[src/rtl/sched_pkg.sv]
package sched_pkg;

    typedef enum logic [1:0] {
        ST_IDLE  = 2'd0,
        ST_OWNER = 2'd1,
        ST_SPARE = 2'd2,
        ST_STALL = 2'd3
    } grant_state_e;

endpackage

[src/rtl/slot_table.sv]
module slot_table #(
    parameter int DEPTH  = 16,
    parameter int TID_W  = 3,
    parameter int ADDR_W = 4
) (
    input  logic              clk,
    input  logic              rst_n,
    input  logic              wr_en_i,
    input  logic [ADDR_W-1:0] wr_addr_i,
    input  logic [TID_W-1:0]  wr_tid_i,
    input  logic [ADDR_W-1:0] rd_addr_i,
    output logic [TID_W-1:0]  rd_tid_o
);

    logic [TID_W-1:0] entry_q [DEPTH];

    // One register per entry with its own write decode.
    for (genvar e = 0; e < DEPTH; e++) begin : g_entry
        always_ff @(posedge clk or negedge rst_n) begin
            if (!rst_n) begin
                entry_q[e] <= '0;
            end else if (wr_en_i && (wr_addr_i == ADDR_W'(e))) begin
                entry_q[e] <= wr_tid_i;
            end
        end
    end

    // The read sees the content from before any write on this edge.
    always_comb begin
        rd_tid_o = entry_q[rd_addr_i];
    end

endmodule

[src/rtl/slot_pointer.sv]
module slot_pointer #(
    parameter int DEPTH  = 16,
    parameter int ADDR_W = 4,
    parameter int LEN_W  = 5
) (
    input  logic              clk,
    input  logic              rst_n,
    input  logic [LEN_W-1:0]  len_i,
    output logic [ADDR_W-1:0] ptr_o
);

    localparam logic [LEN_W-1:0] LAST_LIMIT = LEN_W'(DEPTH);

    logic [ADDR_W-1:0] ptr_q;
    logic [LEN_W-1:0]  step_w;
    logic              wrap_w;

    always_comb begin
        step_w = LEN_W'(ptr_q) + LEN_W'(1);
        // Wrap at the driven length, and never run off the table.
        wrap_w = (step_w >= len_i) || (step_w >= LAST_LIMIT);
    end

    always_ff @(posedge clk or negedge rst_n) begin
        if (!rst_n) begin
            ptr_q <= '0;
        end else if (wrap_w) begin
            ptr_q <= '0;
        end else begin
            ptr_q <= ptr_q + ADDR_W'(1);
        end
    end

    assign ptr_o = ptr_q;

endmodule

[src/rtl/grant_fsm.sv]
module grant_fsm
    import sched_pkg::*;
#(
    parameter int NUM_THREADS = 8,
    parameter int TID_W       = 3
) (
    input  logic                   clk,
    input  logic                   rst_n,
    input  logic [TID_W-1:0]       slot_tid_i,
    input  logic [NUM_THREADS-1:0] ready_i,
    input  logic [TID_W-1:0]       fb_tid_i,
    output logic                   grant_valid_o,
    output logic [TID_W-1:0]       grant_tid_o
);

    grant_state_e     state_q, state_d;
    logic [TID_W-1:0] tid_q, tid_d;
    logic             owner_rdy, spare_rdy;

    always_comb begin
        owner_rdy = ready_i[slot_tid_i];
        spare_rdy = ready_i[fb_tid_i];
        if (owner_rdy) begin
            state_d = ST_OWNER;
            tid_d   = slot_tid_i;
        end else if (spare_rdy) begin
            state_d = ST_SPARE;
            tid_d   = fb_tid_i;
        end else begin
            state_d = ST_STALL;
            tid_d   = '0;
        end
    end

    // State register: every state leaves on each edge to a decision state.
    always_ff @(posedge clk or negedge rst_n) begin
        if (!rst_n) begin
            state_q <= ST_IDLE;
            tid_q   <= '0;
        end else begin
            state_q <= state_d;
            tid_q   <= tid_d;
        end
    end

    // Output decode.
    always_comb begin
        unique case (state_q)
            ST_OWNER, ST_SPARE: begin
                grant_valid_o = 1'b1;
                grant_tid_o   = tid_q;
            end
            ST_IDLE, ST_STALL: begin
                grant_valid_o = 1'b0;
                grant_tid_o   = '0;
            end
            default: begin
                grant_valid_o = 1'b0;
                grant_tid_o   = '0;
            end
        endcase
    end

endmodule

[src/rtl/thread_slot_sched.sv]
module thread_slot_sched #(
    parameter int NUM_THREADS = 8,
    parameter int DEPTH       = 16,
    parameter int TID_W       = $clog2(NUM_THREADS),
    parameter int ADDR_W      = $clog2(DEPTH),
    parameter int LEN_W       = $clog2(DEPTH + 1)
) (
    input  logic                   clk,
    input  logic                   rst_n,
    input  logic                   wr_en_i,
    input  logic [ADDR_W-1:0]      wr_addr_i,
    input  logic [TID_W-1:0]       wr_tid_i,
    input  logic [LEN_W-1:0]       len_i,
    input  logic [NUM_THREADS-1:0] ready_i,
    input  logic [TID_W-1:0]       fb_tid_i,
    output logic                   grant_valid_o,
    output logic [TID_W-1:0]       grant_tid_o
);

    logic [ADDR_W-1:0] ptr_q;
    logic [TID_W-1:0]  slot_tid;

    slot_pointer #(
        .DEPTH  (DEPTH),
        .ADDR_W (ADDR_W),
        .LEN_W  (LEN_W)
    ) u_ptr (
        .clk   (clk),
        .rst_n (rst_n),
        .len_i (len_i),
        .ptr_o (ptr_q)
    );

    slot_table #(
        .DEPTH  (DEPTH),
        .TID_W  (TID_W),
        .ADDR_W (ADDR_W)
    ) u_table (
        .clk       (clk),
        .rst_n     (rst_n),
        .wr_en_i   (wr_en_i),
        .wr_addr_i (wr_addr_i),
        .wr_tid_i  (wr_tid_i),
        .rd_addr_i (ptr_q),
        .rd_tid_o  (slot_tid)
    );

    grant_fsm #(
        .NUM_THREADS (NUM_THREADS),
        .TID_W       (TID_W)
    ) u_fsm (
        .clk           (clk),
        .rst_n         (rst_n),
        .slot_tid_i    (slot_tid),
        .ready_i       (ready_i),
        .fb_tid_i      (fb_tid_i),
        .grant_valid_o (grant_valid_o),
        .grant_tid_o   (grant_tid_o)
    );

endmodule

[config.mk]
export PLATFORM = sky130hd
export DESIGN_NAME = thread_slot_sched
export DESIGN_NICKNAME = d
export VERILOG_FILES = /design/src/rtl/sched_pkg.sv /design/src/rtl/slot_table.sv /design/src/rtl/slot_pointer.sv /design/src/rtl/grant_fsm.sv /design/src/rtl/thread_slot_sched.sv
export SDC_FILE = /design/constraint.sdc
export NUM_CORES = 1
export LEC_CHECK = 0
export ABC_AREA = 0
export BUFFER_PORTS_ARGS = -buffer_cell sky130_fd_sc_hd__buf_2
export CAP_MARGIN = 25
export CORE_UTILIZATION = 24
export CTS_CLUSTER_SIZE = 24
export DETAILED_ROUTE_END_ITERATION = 10
export GPL_TIMING_DRIVEN = 0
export PLACE_DENSITY = 0.41
export SLEW_MARGIN = 20
export SYNTH_ARGS = -nofsm -noshare
export SYNTH_HDL_FRONTEND = slang
export SYNTH_SLANG_ARGS = --single-unit
[constraint.sdc]
create_clock -name clk -period 2.8 [get_ports clk]
set_input_delay 0.28 -clock clk [delete_from_list [all_inputs] [get_ports clk]]
set_output_delay 0.28 -clock clk [all_outputs]
set_load 0.05 [all_outputs]
Word level (Yosys, flattened, before mapping)
Cells that the tools add are included.

Input bits: 26. Output and inout bits: 4. Bits in registers: 57.

$add $sub $neg: 2. Equality and inequality tests: 18. Reduce and logical (&&, ||, !) cells: 21. $lt $le $gt $ge: 5. Multiplexer cells: 14. Bitwise logic cells: 1.

Operator list (number): $eq A4 B4 Y1 const B (8); $eq A4 B3 Y1 const B (4); $logic_and A1 B1 Y1 (16); $bmux W3 S4 (1); $mux W3 (4); $ge A5 B5 Y1 const B (2); $eq A4 B2 Y1 const B (2); $lt A3 B4 Y1 const B (2); $bmux W1 S3 (2); $pmux W3 S2 (1); $add A4 B1 Y5 const B (1); $ge A5 B5 Y1 (1); $not A4 Y5 (1); $add A4 B1 Y4 const B (1); $eq A2 B2 Y1 const B (2); $eq A4 B1 Y1 const B (1); $logic_not A4 Y1 (1); $mux W4 (1); $reduce_or A2 Y1 (2); $mux W1 (3); $eq A2 B1 Y1 const B (1); $logic_not A2 Y1 (1); $mux W2 (1); $pmux W1 S2 (1); $logic_or A1 B1 Y1 (1).

Longest topological paths before layout
Gate-level depths: netlist of run 1.

Depth after elaboration: 7. Mapped depth: 8. Mapped depth without buffers: 7.

Hierarchy
From an unflattened synthesis of run 1, not the netlist that was laid out.

Cell total of the unflattened synthesis: 209. Area total of the unflattened synthesis: 2962.8 um^2.

Modules (own cells, without submodules): slot_table (area each 2293.4 um^2, cells an instance 152, times used 1); grant_fsm (area each 381.6 um^2, cells an instance 29, times used 1); slot_pointer (area each 287.8 um^2, cells an instance 28, times used 1).

Worst setup path before layout of run 1
OpenSTA, ideal clock, no wires.

Path type: reg2reg. Start: register u_ptr.ptr_q[1] (netlist: u_ptr.ptr_o[1]). End: register u_fsm.state_q[0]. Required time: 2.668 ns. Stages on the path, launching flop included: 9. Slack: 0.472 ns. Arrival time: 2.196 ns. Buffers on the path: 2. Path through: dfrtp_1 -> clkbuf_1 -> buf_2 -> mux4_1 -> a22oi_4 -> nand2_4 -> mux2_4 -> o2bb2ai_2 -> or3b_1.

Longest elaborated chain between the ends: 7.

RTL lines: start: declaration (line slot_pointer.sv:14) `logic [ADDR_W-1:0] ptr_q;`; start signal: assignment (line slot_pointer.sv:30) `ptr_q <= ptr_q + ADDR_W'(1);`; $not A4 Y5 (implied by the code) (line slot_table.sv:30) `rd_tid_o = entry_q[rd_addr_i];`; $bmux W3 S4 (line slot_table.sv:30); $mux W3 (implied by the code) (2 in series) (line slot_table.sv:30); $bmux W1 S3 (line grant_fsm.sv:21) `owner_rdy = ready_i[slot_tid_i];`; $mux W1 (implied by the code) (line grant_fsm.sv:21); $mux W2 (line grant_fsm.sv:23) `if (owner_rdy) begin`; net u_fsm.state_d[0] (line grant_fsm.sv:16) `grant_state_e state_q, state_d;`; end signal: assignment (line grant_fsm.sv:41) `state_q <= state_d;`; end: declaration (line grant_fsm.sv:16).

The timed path passes the listed nets, and every way through them passes these cells. The select of a mux whose other input is x is not followed. A chain may end at the register's enable or synchronous reset.

Worst setup path after layout of run 1
Start: register u_ptr.ptr_q[2] (netlist: u_ptr.ptr_o[2]). End: register u_fsm.state_q[0].

The elaborated chain is that of the path after synthesis.

==> out/qor.csv, run 1 <==
stage,metric,value,unit
synthesis,sequential area share after synthesis,46.5,%
cts,H-tree Lvls,3,
die,full die area,0.0132,sq mm
worst_setup_path,Worst path slowest cell,clkbuf_1,
synthesis,Synth Cell Area,0.00307,sq mm
worst_setup_path,Bufs and invs on worst path,1,
cts,CTS tree,yes,
power,Logic pwr share,40.3,%
cts,clock buffer depth,2,
min_path,Hold WC Path Type,in -> async,
finish,ANT cells,0,
synthesis,Synth Warn #,0,
global_route,vias in the first global route,2039,
placed_design,Port-buffer cells,29,
placed_design,Placement Setup Slack,0.0293,ns
worst_setup_path,CP arrival,2.76,ns
status,outcome,"complete, no violations",
finish,post-route design area,0.00373,sq mm
die,Die Y,115,um
synthesis,Synth Net Count,262,
die,core box area,0.0122,sq mm
finish,"most common cell after layout, fill and taps aside",dfrtp_1,
drt,first-pass iteration count of the detailed router,4,
worst_setup_path,Crit. path cell count,7,
synthesis,"flops & latches, synth",57,
drt,Final ANT Viol Nets,0,
worst_setup_path,critical path class,reg -> reg,
sta,Final Max Slew Viols,0,
cts,clk root buf,clkbuf_16,
finish,fin cells,442,
placed_design,final RePlAce weighted congestion,0.730,
cts,Post-CTS Hold Buffers,0,
cts,clock-pin transition on the worst setup and hold timing paths,0.05,ns
power,maximum vdd drop,0.316,mV
drt,routed via count,1958,
die,Ports,30,
job,# Max-Cap Violations,0,
worst_setup_path,CP max FO,10,
power,sw frac,33.1,%
die,Die X,115,um
finish,"commonest non-fill, non-tap cells in the layout","dfrtp_1, mux2_2, buf_2",
sta,Final Cycle Share,91.6,%
placed_design,Placed Area,0.00343,sq mm
placed_design,dpl hpwl,5190,um
power,sequential power share,30.2,%
power,Clock Power Share,29.5,%
global_route,GR Overflow Total,0,
global_route,largest net degree at the start of global routing,58,
global_route,first-pass GRT wire length,11400,um
sta,Max-slew headroom,49.8,%
finish,fill count,1282,
die,number of core rows,40,
finish,fraction of layout cells with a size suffix above 1,39.1,%
worst_setup_path,Worst Path Required,3.00,ns
synthesis,Synth cell types,42,
cts,post_cts resized,0,
sta,final critical-path setup slack,0.235,ns
placed_design,cell total after placement,427,
cts,Num Clock Sinks,57,
worst_setup_path,FF-to-FF path depth,7,
sta,Tightest Pin Transition,0.753,ns
sta,final worst path period need,2.57,ns
finish,Layout area overhead,21.6,%
power,Power Density,1030,mW/mm^2
drt,DRC viols,0,
sta,Setup TNS,0,ns
worst_setup_path,Crit path max-delay family,multiplexers,
cts,total setup buffers inserted after CTS,0,
cts,worst-skew pair later-pin latency,0.33,ns
worst_setup_path,worst-path cell chain,clkbuf_1 > mux4_2 > mux2i_1 > o22a_1 > nand2b_1 > o22ai_1 > or3b_1,
drt,routed length per instance,16.1,um
synthesis,average size of a mapped cell,13.3,sq um
drt,via density per instance,4.43,
die,Starting Density,25.1,%
cts,Num CTS Buffers,9,
sta,fmax,0.390,GHz
sta,Final setup viols,0,
drt,Routed WL,7130,um
worst_setup_path,crit end category,flop,
synthesis,synthesized instance count,230,
global_route,initial antenna violation count,0,
finish,fin nets,301,
global_route,Total GRT Usage,12.1,%
sta,RSZ-0062 raised after global routing,false,
drt,1st-iter DRT viols,48,
worst_setup_path,CP peak stage delay,0.41,ns
power,Int Power,2.58,mW
power,Leakage Power,1.64,nW
worst_setup_path,CP Launch Type,flop,
sta,Final Hold Viols,0,
power,sw power,1.28,mW
sta,skew final,0.00848,ns
worst paths after layout:
path	start	end	slack, ns
min reg2reg	u_table.entry_q[44]$_DFFE_PN0P_	u_table.entry_q[44]$_DFFE_PN0P_	0.49
min in group clk	fb_tid_i[1]	u_fsm.tid_q[1]$_DFF_PN0_	0.25
max reg2reg	u_ptr.ptr_o[2]$_DFF_PN0_	u_fsm.state_q[0]$_DFF_PN0_	0.23
max	u_ptr.ptr_o[2]$_DFF_PN0_	u_fsm.state_q[0]$_DFF_PN0_	0.23
min	rst_n	u_table.entry_q[41]$_DFFE_PN0P_	0.02
max in group asynchronous	rst_n	u_ptr.ptr_o[1]$_DFF_PN0_	2.28
cell families (layout without fill, tap and decap cells):
group                      after synthesis  in the layout  synth area share [%]
muxes                                   71             71                  31.6
xor gates and xnor gates                 3              3                 0.857
buffers and inverters                   18             62                  3.02
DFF                                     57             57                  46.5
adders and majority gates                6              6                  2.45
and+or+nand+nor                         54             54                  9.30
AOI/OAI and AO/OA                       21             21                  6.24
layout make-up:
type	count	area, sq um	share of cell area [%]
plain buffers	8	57.6	1.54
clock buffers	13	240	6.44
clock inverters	3	65.1	1.74
inverters	9	33.8	0.906
multi-input cells	155	1550	41.5
flip-flops and latches	57	1430	38.2
well taps	168	210	5.64
repair buffers	29	148	3.96
metal layers:
layer  share of wire [%]  up-vias  global-route usage (%)
li1                    -      930                       -
met1                  51      978                    16.7
met2                  44       40                    17.4
met3                 3.7       10                    3.64
met4                 1.7        0                    5.11
met5                   0        -                       0
power groups by stage:
stage                     Combinational (mW)  Sequential (mW)  Clock (mW)
after CTS                               1.61             1.15        1.17
after global routing                    1.72             1.20        1.20
final                                   1.56             1.16        1.14
after global placement                  1.60             1.16           0
after detailed placement                1.60             1.16           0
after floorplan                         1.25             1.13           0
through the flow:
step,hold slack [ns],util (%),total power [mW]
2_1_floorplan,-0.0156,-,2.38
3_3_place_gp,0.482,28.0,2.75
3_5_place_dp,0.406,28.1,2.77
4_1_cts,0.0471,30.6,3.93
5_1_grt,0.0851,30.5,4.12
6_report,0.0184,30.5,3.86
registers in the layout, indices dropped and copies added (netlist names):
signal           count
u_table.entry_q     48
u_ptr.ptr_o          4
u_fsm.tid_q          3
u_fsm.state_q        2
cells in the mapped netlist:
library cell,instances,share of area [%]
and3_1,1,0.20
o211ai_1,3,0.73
o22ai_1,1,0.20
o31ai_1,1,0.24
a21oi_1,1,0.16
mux2i_1,4,1.3
xor2_1,2,0.57
or3_1,3,0.61
o2bb2ai_2,1,0.49
or3b_1,1,0.29
nor2b_1,4,0.82
a2bb2oi_1,1,0.29
o21a_1,1,0.24
a22oi_2,1,0.41
mux2_1,1,0.37
xnor2_1,1,0.29
buf_12,1,0.65
and2_1,6,1.2
dfrtp_1,57,46
nor3b_1,1,0.24
a22oi_4,1,0.69
mux4_1,7,6.0
nand3_1,3,0.49
clkbuf_1,6,0.73
buf_2,1,0.16
a221oi_1,2,0.57
mux2_4,1,0.49
inv_1,9,1.1
a21o_1,2,0.49
nand2_1,9,1.1
a22oi_1,1,0.24
ha_1,6,2.4
o211a_1,1,0.33
nand3b_1,2,0.49
nand2_4,1,0.37
nor2_1,15,1.8
nand2b_1,8,1.6
buf_6,1,0.37
mux2_2,52,19
o22a_1,2,0.57
mux4_2,6,4.4
o221ai_1,2,0.57
Note: power is estimated with default switching activity, not from simulation.
==> run 2: changes to the inputs <==
--- a/config.mk
+++ b/config.mk
@@ -9,6 +9,7 @@
 export BUFFER_PORTS_ARGS = -buffer_cell sky130_fd_sc_hd__buf_2
 export CAP_MARGIN = 25
 export CORE_UTILIZATION = 24
+export CTS_BUF_LIST = sky130_fd_sc_hd__clkbuf_8
 export CTS_CLUSTER_SIZE = 24
 export DETAILED_ROUTE_END_ITERATION = 10
 export GPL_TIMING_DRIVEN = 0
==> run 2 against run 1 <==
  * The run now ends with hold timing left
  * Flip-flop and latch count is the same
  * Sequential share of layout area is 1.1 points higher
  * Critical path depth stayed put
  * Clock power is 29% lower
==> out/qor.csv, run 2 (same netlist as run 1, synthesis figures left out) <==
stage,metric,value,unit,change
status,failing checks,hold timing,,
finish,"commonest non-fill, non-tap cells in the layout","dfrtp_1, mux2_2, buf_2",,
die,Ports,30,,unchanged
finish,most flop-heavy register,u_table.entry_q,,
sta,Max-slew headroom,50.8,%,+1.0 points
die,core box area,0.0122,sq mm,unchanged
global_route,initial antenna violation count,0,,unchanged
job,# Max-Cap Violations,0,,unchanged
drt,routed length per instance,16.1,um,-0.41%
finish,ANT cells,0,,unchanged
cts,Num Clock Sinks,57,,unchanged
sta,Final Hold Viols,3,,+3
worst_setup_path,critical path class,reg -> reg,,
global_route,Total GRT Usage,12.1,%,+0.024 points
sta,Final Max Slew Viols,0,,unchanged
sta,Final Cycle Share,91.4,%,-0.22 points
global_route,largest net degree at the start of global routing,58,,unchanged
power,Power Density,973,mW/mm^2,-5.9%
finish,FF/Latch Area,0.00143,sq mm,unchanged
finish,Layout area overhead,18.3,%,
finish,max FFs per register,48,,unchanged
die,Die Y,115,um,unchanged
global_route,GR Overflow Total,0,,unchanged
cts,clk root buf,clkbuf_8,,
cts,H-tree Lvls,3,,unchanged
worst_setup_path,CP arrival,2.78,ns,+0.02 ns
finish,fin cells,442,,unchanged
placed_design,final RePlAce weighted congestion,0.730,,unchanged
sta,final critical-path setup slack,0.241,ns,+0.00612 ns
sta,Tightest Pin Transition,0.737,ns,-0.0156 ns
worst_setup_path,Worst Path Required,3.02,ns,+0.02 ns
power,Leakage Power,1.61,nW,-1.8%
drt,via density per instance,4.37,,-1.3%
sta,fmax,0.391,GHz,+0.24%
worst_setup_path,CP Launch Type,flop,,
worst_setup_path,CP max FO,10,,unchanged
cts,CTS tree,yes,,
global_route,vias in the first global route,2038,,-0.049%
drt,DRC viols,0,,unchanged
die,number of core rows,40,,unchanged
sta,Final setup viols,0,,unchanged
finish,multi-input logic area,0.00155,sq mm,unchanged
drt,first-pass iteration count of the detailed router,3,,-1
die,full die area,0.0132,sq mm,unchanged
cts,clock-pin transition on the worst setup and hold timing paths,0.06,ns,about the same
sta,final worst path period need,2.56,ns,-0.00612 ns
sta,RSZ-0062 raised after global routing,false,,
worst_setup_path,Reg2Reg Setup Slack,0.24,ns,about the same
finish,fin nets,301,,unchanged
drt,Final ANT Viol Nets,0,,unchanged
drt,1st-iter DRT viols,43,,-10%
placed_design,cell total after placement,427,,unchanged
die,Starting Density,25.1,%,unchanged
sta,Setup TNS,0,ns,unchanged
cts,Num CTS Buffers,9,,unchanged
die,Die X,115,um,unchanged
sta,Min Hold Slack,-0.00852,ns,-0.0269 ns
placed_design,dpl hpwl,5190,um,unchanged
worst_setup_path,crit end category,flop,,
drt,routed via count,1932,,-1.3%
cts,clock buffer depth,2,,unchanged
min_path,Hold WC Path Type,in -> async,,
drt,Routed WL,7100,um,-0.41%
cts,worst-skew pair later-pin latency,0.35,ns,+0.02 ns
finish,fill count,1292,,+0.78%
power,maximum vdd drop,0.257,mV,-19%
global_route,first-pass GRT wire length,11400,um,about the same
sta,skew final,0.00718,ns,-0.00131 ns
status,outcome,finished with violations,,
finish,"most common cell after layout, fill and taps aside",dfrtp_1,,
placed_design,Port-buffer cells,29,,unchanged
placed_design,Placement Setup Slack,0.0293,ns,unchanged
finish,fraction of layout cells with a size suffix above 1,39.1,%,unchanged
## run 2: cell types whose count changed in the layout (fill, tap and decap cells not counted)
cell | before | now
inv_1 | 9 | 13
clkbuf_8 | 0 | 9
clkbuf_1 | 9 | 5
clkbuf_16 | 9 | 0
## run 2: worst max-delay path, stage by stage (launching register included)
cell and delay, ns:
dfrtp_1 0.34, clkbuf_1 0.42, mux4_2 0.39, mux2i_1 0.27
o22a_1 0.36, nand2b_1 0.17, o22ai_1 0.11, or3b_1 0.38
## run 2: layout make-up
type	instances	share of cell area, %
multi-input cells	155	42.7
flip-flops and latches	57	39.3
well taps	168	5.79
repair buffers	29	4.07
clock buffers	9	3.41
clock inverters	7	2.21
plain buffers	8	1.59
inverters	9	0.931
## run 2: worst paths after layout
path | from | endpoint | cells after the start
min | rst_n | u_table.entry_q[41]$_DFFE_PN0P_ | 1
max in group asynchronous | rst_n | u_ptr.ptr_o[1]$_DFF_PN0_ | 1
min in group clk | fb_tid_i[1] | u_fsm.tid_q[1]$_DFF_PN0_ | 3
min reg2reg | u_table.entry_q[44]$_DFFE_PN0P_ | u_table.entry_q[44]$_DFFE_PN0P_ | 1
max reg2reg | u_ptr.ptr_o[2]$_DFF_PN0_ | u_fsm.state_q[0]$_DFF_PN0_ | 7
max | u_ptr.ptr_o[2]$_DFF_PN0_ | u_fsm.state_q[0]$_DFF_PN0_ | 7
## run 2: report_power, final
group          switching, mW  leakage, nW  internal [mW]
Combinational          0.801        0.796          0.754
Sequential             0.116        0.699           1.05
Clock                  0.327        0.118          0.486
Total                   1.24         1.61           2.29
## run 2: per-layer routing
| metal | share of wire [%] | track usage (%) | wire length, um | vias up |
|---|---|---|---|---|
| met5 | 0 | 0 | 0 | - |
| met4 | 2.1 | 5.37 | 151 | 0 |
| met3 | 3.7 | 3.64 | 264 | 13 |
| met2 | 43 | 17.3 | 3040 | 38 |
| met1 | 51 | 16.8 | 3640 | 955 |
| li1 | - | - | - | 926 |
## run 2: what timing repair did
action                                  CTS  global route
hold buffers                              0             0
gates resized for setup                   0             1
setup buffers                             0             0
hold endpoints to repair                  0             0
endpoints found under the setup margin    0             3
## run 2: per-stage QoR
stage                     power [mW]  util (%)  instance area [sq um]  hold slack (ns)
after floorplan                 2.38         -                   3070          -0.0156
after global placement          2.75      28.0                   3420            0.482
after detailed placement        2.77      28.1                   3430            0.406
after CTS                       3.60      29.7                   3630           0.0197
after global routing            3.80      29.7                   3630           0.0491
final                           3.53      29.7                   3630         -0.00852
==> run 3: changes to the inputs <==
==> constraint.sdc (replaced) <==
create_clock -name clk -period 2.8 [get_ports clk]
set_input_delay 0.28 -clock clk [delete_from_list [all_inputs] [get_ports clk]]
set_output_delay 0.28 -clock clk [all_outputs]
set_load 0.1 [all_outputs]
==> run 3 against run 2 <==
  * The run still ends with hold timing left
  * Non-clock buffer count shrank 1
  * Highest routed layer unchanged
  * Count of clock-buffer cells in the layout grew 2
  * Total power grew 0.71%
  * Flip-flop and latch count is the same
  * Sequential power is essentially flat
  * Die area is the same
  * First-iteration DRC count grew 42%
  * Global-route usage grew 0.27 points
  * Hold slack is essentially flat
  * Clock power shrank 13%
==> out/qor.csv, run 3 (same netlist as run 1, synthesis figures left out) <==
stage,metric,value,unit,change
cts,clk root buf,clkbuf_8,,
worst_setup_path,Crit path max-delay family,multiplexers,,
placed_design,Port-buffer cells,29,,unchanged
power,Power Density,985,mW/mm^2,+1.2%
sta,Final Hold Viols,9,,+6
worst_setup_path,CP Launch Type,flop,,
die,number of core rows,40,,unchanged
worst_setup_path,crit end category,flop,,
die,Die X,115,um,unchanged
die,Starting Density,25.1,%,unchanged
global_route,Total GRT Usage,12.4,%,+0.27 points
finish,max FFs per register,48,,unchanged
finish,"most common cell after layout, fill and taps aside",dfrtp_1,,
cts,H-tree Lvls,3,,unchanged
status,outcome,finished with violations,,
job,# Max-Cap Violations,0,,unchanged
min_path,Hold WC Path Type,in -> async,,
worst_setup_path,CP max FO,10,,unchanged
worst_setup_path,Bufs and invs on worst path,2,,+1
global_route,initial antenna violation count,0,,unchanged
cts,CTS tree,yes,,
die,full die area,0.0132,sq mm,unchanged
finish,fraction of layout cells with a size suffix above 1,40.7,%,+1.6 points
drt,via density per instance,4.41,,+1.0%
die,Die Y,115,um,unchanged
finish,Layout area overhead,17.7,%,
drt,Final ANT Viol Nets,0,,unchanged
finish,most flop-heavy register,u_table.entry_q,,
cts,clock buffer depth,2,,unchanged
die,Ports,30,,unchanged
placed_design,dpl hpwl,5210,um,+0.34%
sta,Min Hold Slack,-0.00890,ns,-0.000379 ns
sta,Final Max Slew Viols,0,,unchanged
finish,multi-input logic area,0.00156,sq mm,+0.48%
worst_setup_path,critical path class,reg -> reg,,
cts,total setup buffers inserted after CTS,0,,unchanged
drt,1st-iter DRT viols,61,,+42%
worst_setup_path,Worst Path Required,3.02,ns,about the same
worst_setup_path,CP peak stage delay,0.56,ns,+0.14 ns
finish,fin nets,300,,-0.33%
finish,fill count,1307,,+1.2%
worst_setup_path,worst-path cell chain,buf_6 > buf_12 > mux4_2 > a22oi_4 > nand2_4 > mux2_4 > o2bb2ai_2 > or3b_1,,
placed_design,final RePlAce weighted congestion,0.731,,about the same
sta,Final Cycle Share,91.8,%,+0.44 points
sta,fmax,0.389,GHz,-0.48%
sta,Final setup viols,0,,unchanged
sta,skew final,0.00740,ns,+0.000219 ns
cts,worst-skew pair later-pin latency,0.35,ns,about the same
power,Pwr Total,3.56,mW,+0.71%
cts,Num Clock Sinks,57,,unchanged
global_route,vias in the first global route,2060,,+1.1%
finish,ANT cells,0,,unchanged
global_route,first-pass GRT wire length,11700,um,+3.0%
drt,routed via count,1947,,+0.78%
sta,Setup TNS,0,ns,unchanged
sta,Tightest Pin Transition,0.753,ns,+0.0155 ns
global_route,largest net degree at the start of global routing,58,,unchanged
power,Leakage Power,1.58,nW,-1.8%
power,maximum vdd drop,0.298,mV,+16%
die,core box area,0.0122,sq mm,unchanged
finish,"commonest non-fill, non-tap cells in the layout","dfrtp_1, mux2_2, buf_2",,
sta,final worst path period need,2.57,ns,+0.0124 ns
worst_setup_path,CP arrival,2.79,ns,about the same
drt,routed length per instance,16.5,um,+2.5%
finish,FF/Latch Area,0.00143,sq mm,unchanged
sta,Max-slew headroom,49.8,%,-1.0 points
cts,Num CTS Buffers,9,,unchanged
worst_setup_path,Worst path slowest cell,mux4_2,,
drt,Routed WL,7260,um,+2.3%
global_route,GR Overflow Total,0,,unchanged
sta,RSZ-0062 raised after global routing,false,,
status,failing checks,hold timing,,
cts,clock-pin transition on the worst setup and hold timing paths,0.07,ns,about the same
drt,DRC viols,0,,unchanged
drt,first-pass iteration count of the detailed router,4,,+1
-- run 3: changes by cell type in the layout (fill, tap and decap cells not counted), moves of 2 or more --
cell / change
bufinv_16: -2
clkbuf_8: +2
clkinvlp_4: +3
inv_1: -3
-- run 3: worst reg2reg max path, stage by stage (launching register included) --
cell and delay (ns):
dfrtp_1 0.40, buf_6 0.18, buf_12 0.16, mux4_2 0.57, a22oi_4 0.18, nand2_4 0.12
mux2_4 0.33, o2bb2ai_2 0.15, or3b_1 0.37
-- run 3: per-stage QoR --
step / utilization, % / worst slack, ns / instances / area [sq um]
final: 29.6 / 0.229 / 441 / 3610
after global routing: 29.6 / 0.0679 / 441 / 3610
after CTS: 29.6 / 0.0558 / 443 / 3620
after detailed placement: 28.1 / 0.000423 / 427 / 3430
after global placement: 28.1 / 0.0180 / 427 / 3430
after floorplan: - / 0.311 / 230 / 3080
-- run 3: path summary, 6_finish.rpt --
check | from | endpoint | slack [ns] | cells after the start
worst min register to register | u_table.entry_q[44]$_DFFE_PN0P_ | u_table.entry_q[44]$_DFFE_PN0P_ | 0.49 | 1
worst max-delay path | u_ptr.ptr_o[0]$_DFF_PN0_ | u_fsm.state_q[0]$_DFF_PN0_ | 0.23 | 8
worst min-delay path | rst_n | u_table.entry_q[46]$_DFFE_PN0P_ | -0.009 | 1
max in group asynchronous | rst_n | u_table.entry_q[0]$_DFFE_PN0P_ | 2.29 | 1
worst max register to register | u_ptr.ptr_o[0]$_DFF_PN0_ | u_fsm.state_q[0]$_DFF_PN0_ | 0.23 | 8
min in group clk | fb_tid_i[1] | u_fsm.tid_q[1]$_DFF_PN0_ | 0.22 | 3
-- run 3: power breakdown --
group / total (mW) / internal [mW] / switching (mW)
sequential: 1.19 / 1.05 / 0.143
clock: 0.705 / 0.364 / 0.341
combinational: 1.66 / 0.756 / 0.905
total: 3.56 / 2.17 / 1.39
-- run 3: what timing repair did --
item / CTS / global route
hold buffers: 0 / 0
gates resized for setup: 1 / 0
endpoints found under the setup margin: 1 / 2
-- run 3: routing by layer --
| layer | up-vias | track usage, % | share of wire, % |
|---|---|---|---|
| met1 | 969 | 16.7 | 51 |
| met5 | - | 0 | 0 |
| met2 | 41 | 18.6 | 44 |
| met4 | 0 | 3.64 | 1.1 |
| li1 | 930 | - | - |
| met3 | 7 | 4.32 | 4.1 |
-- run 3: area by class of cell --
type                       count  area share [%]
sequential                    57            39.5
inverter                       9           0.936
buffer                         7            1.49
multi-input combinational    155            43.1
timing repair buffer          29            4.09
clock inverter                 5           0.866
tap                          168            5.82
clock buffer                  11            4.19
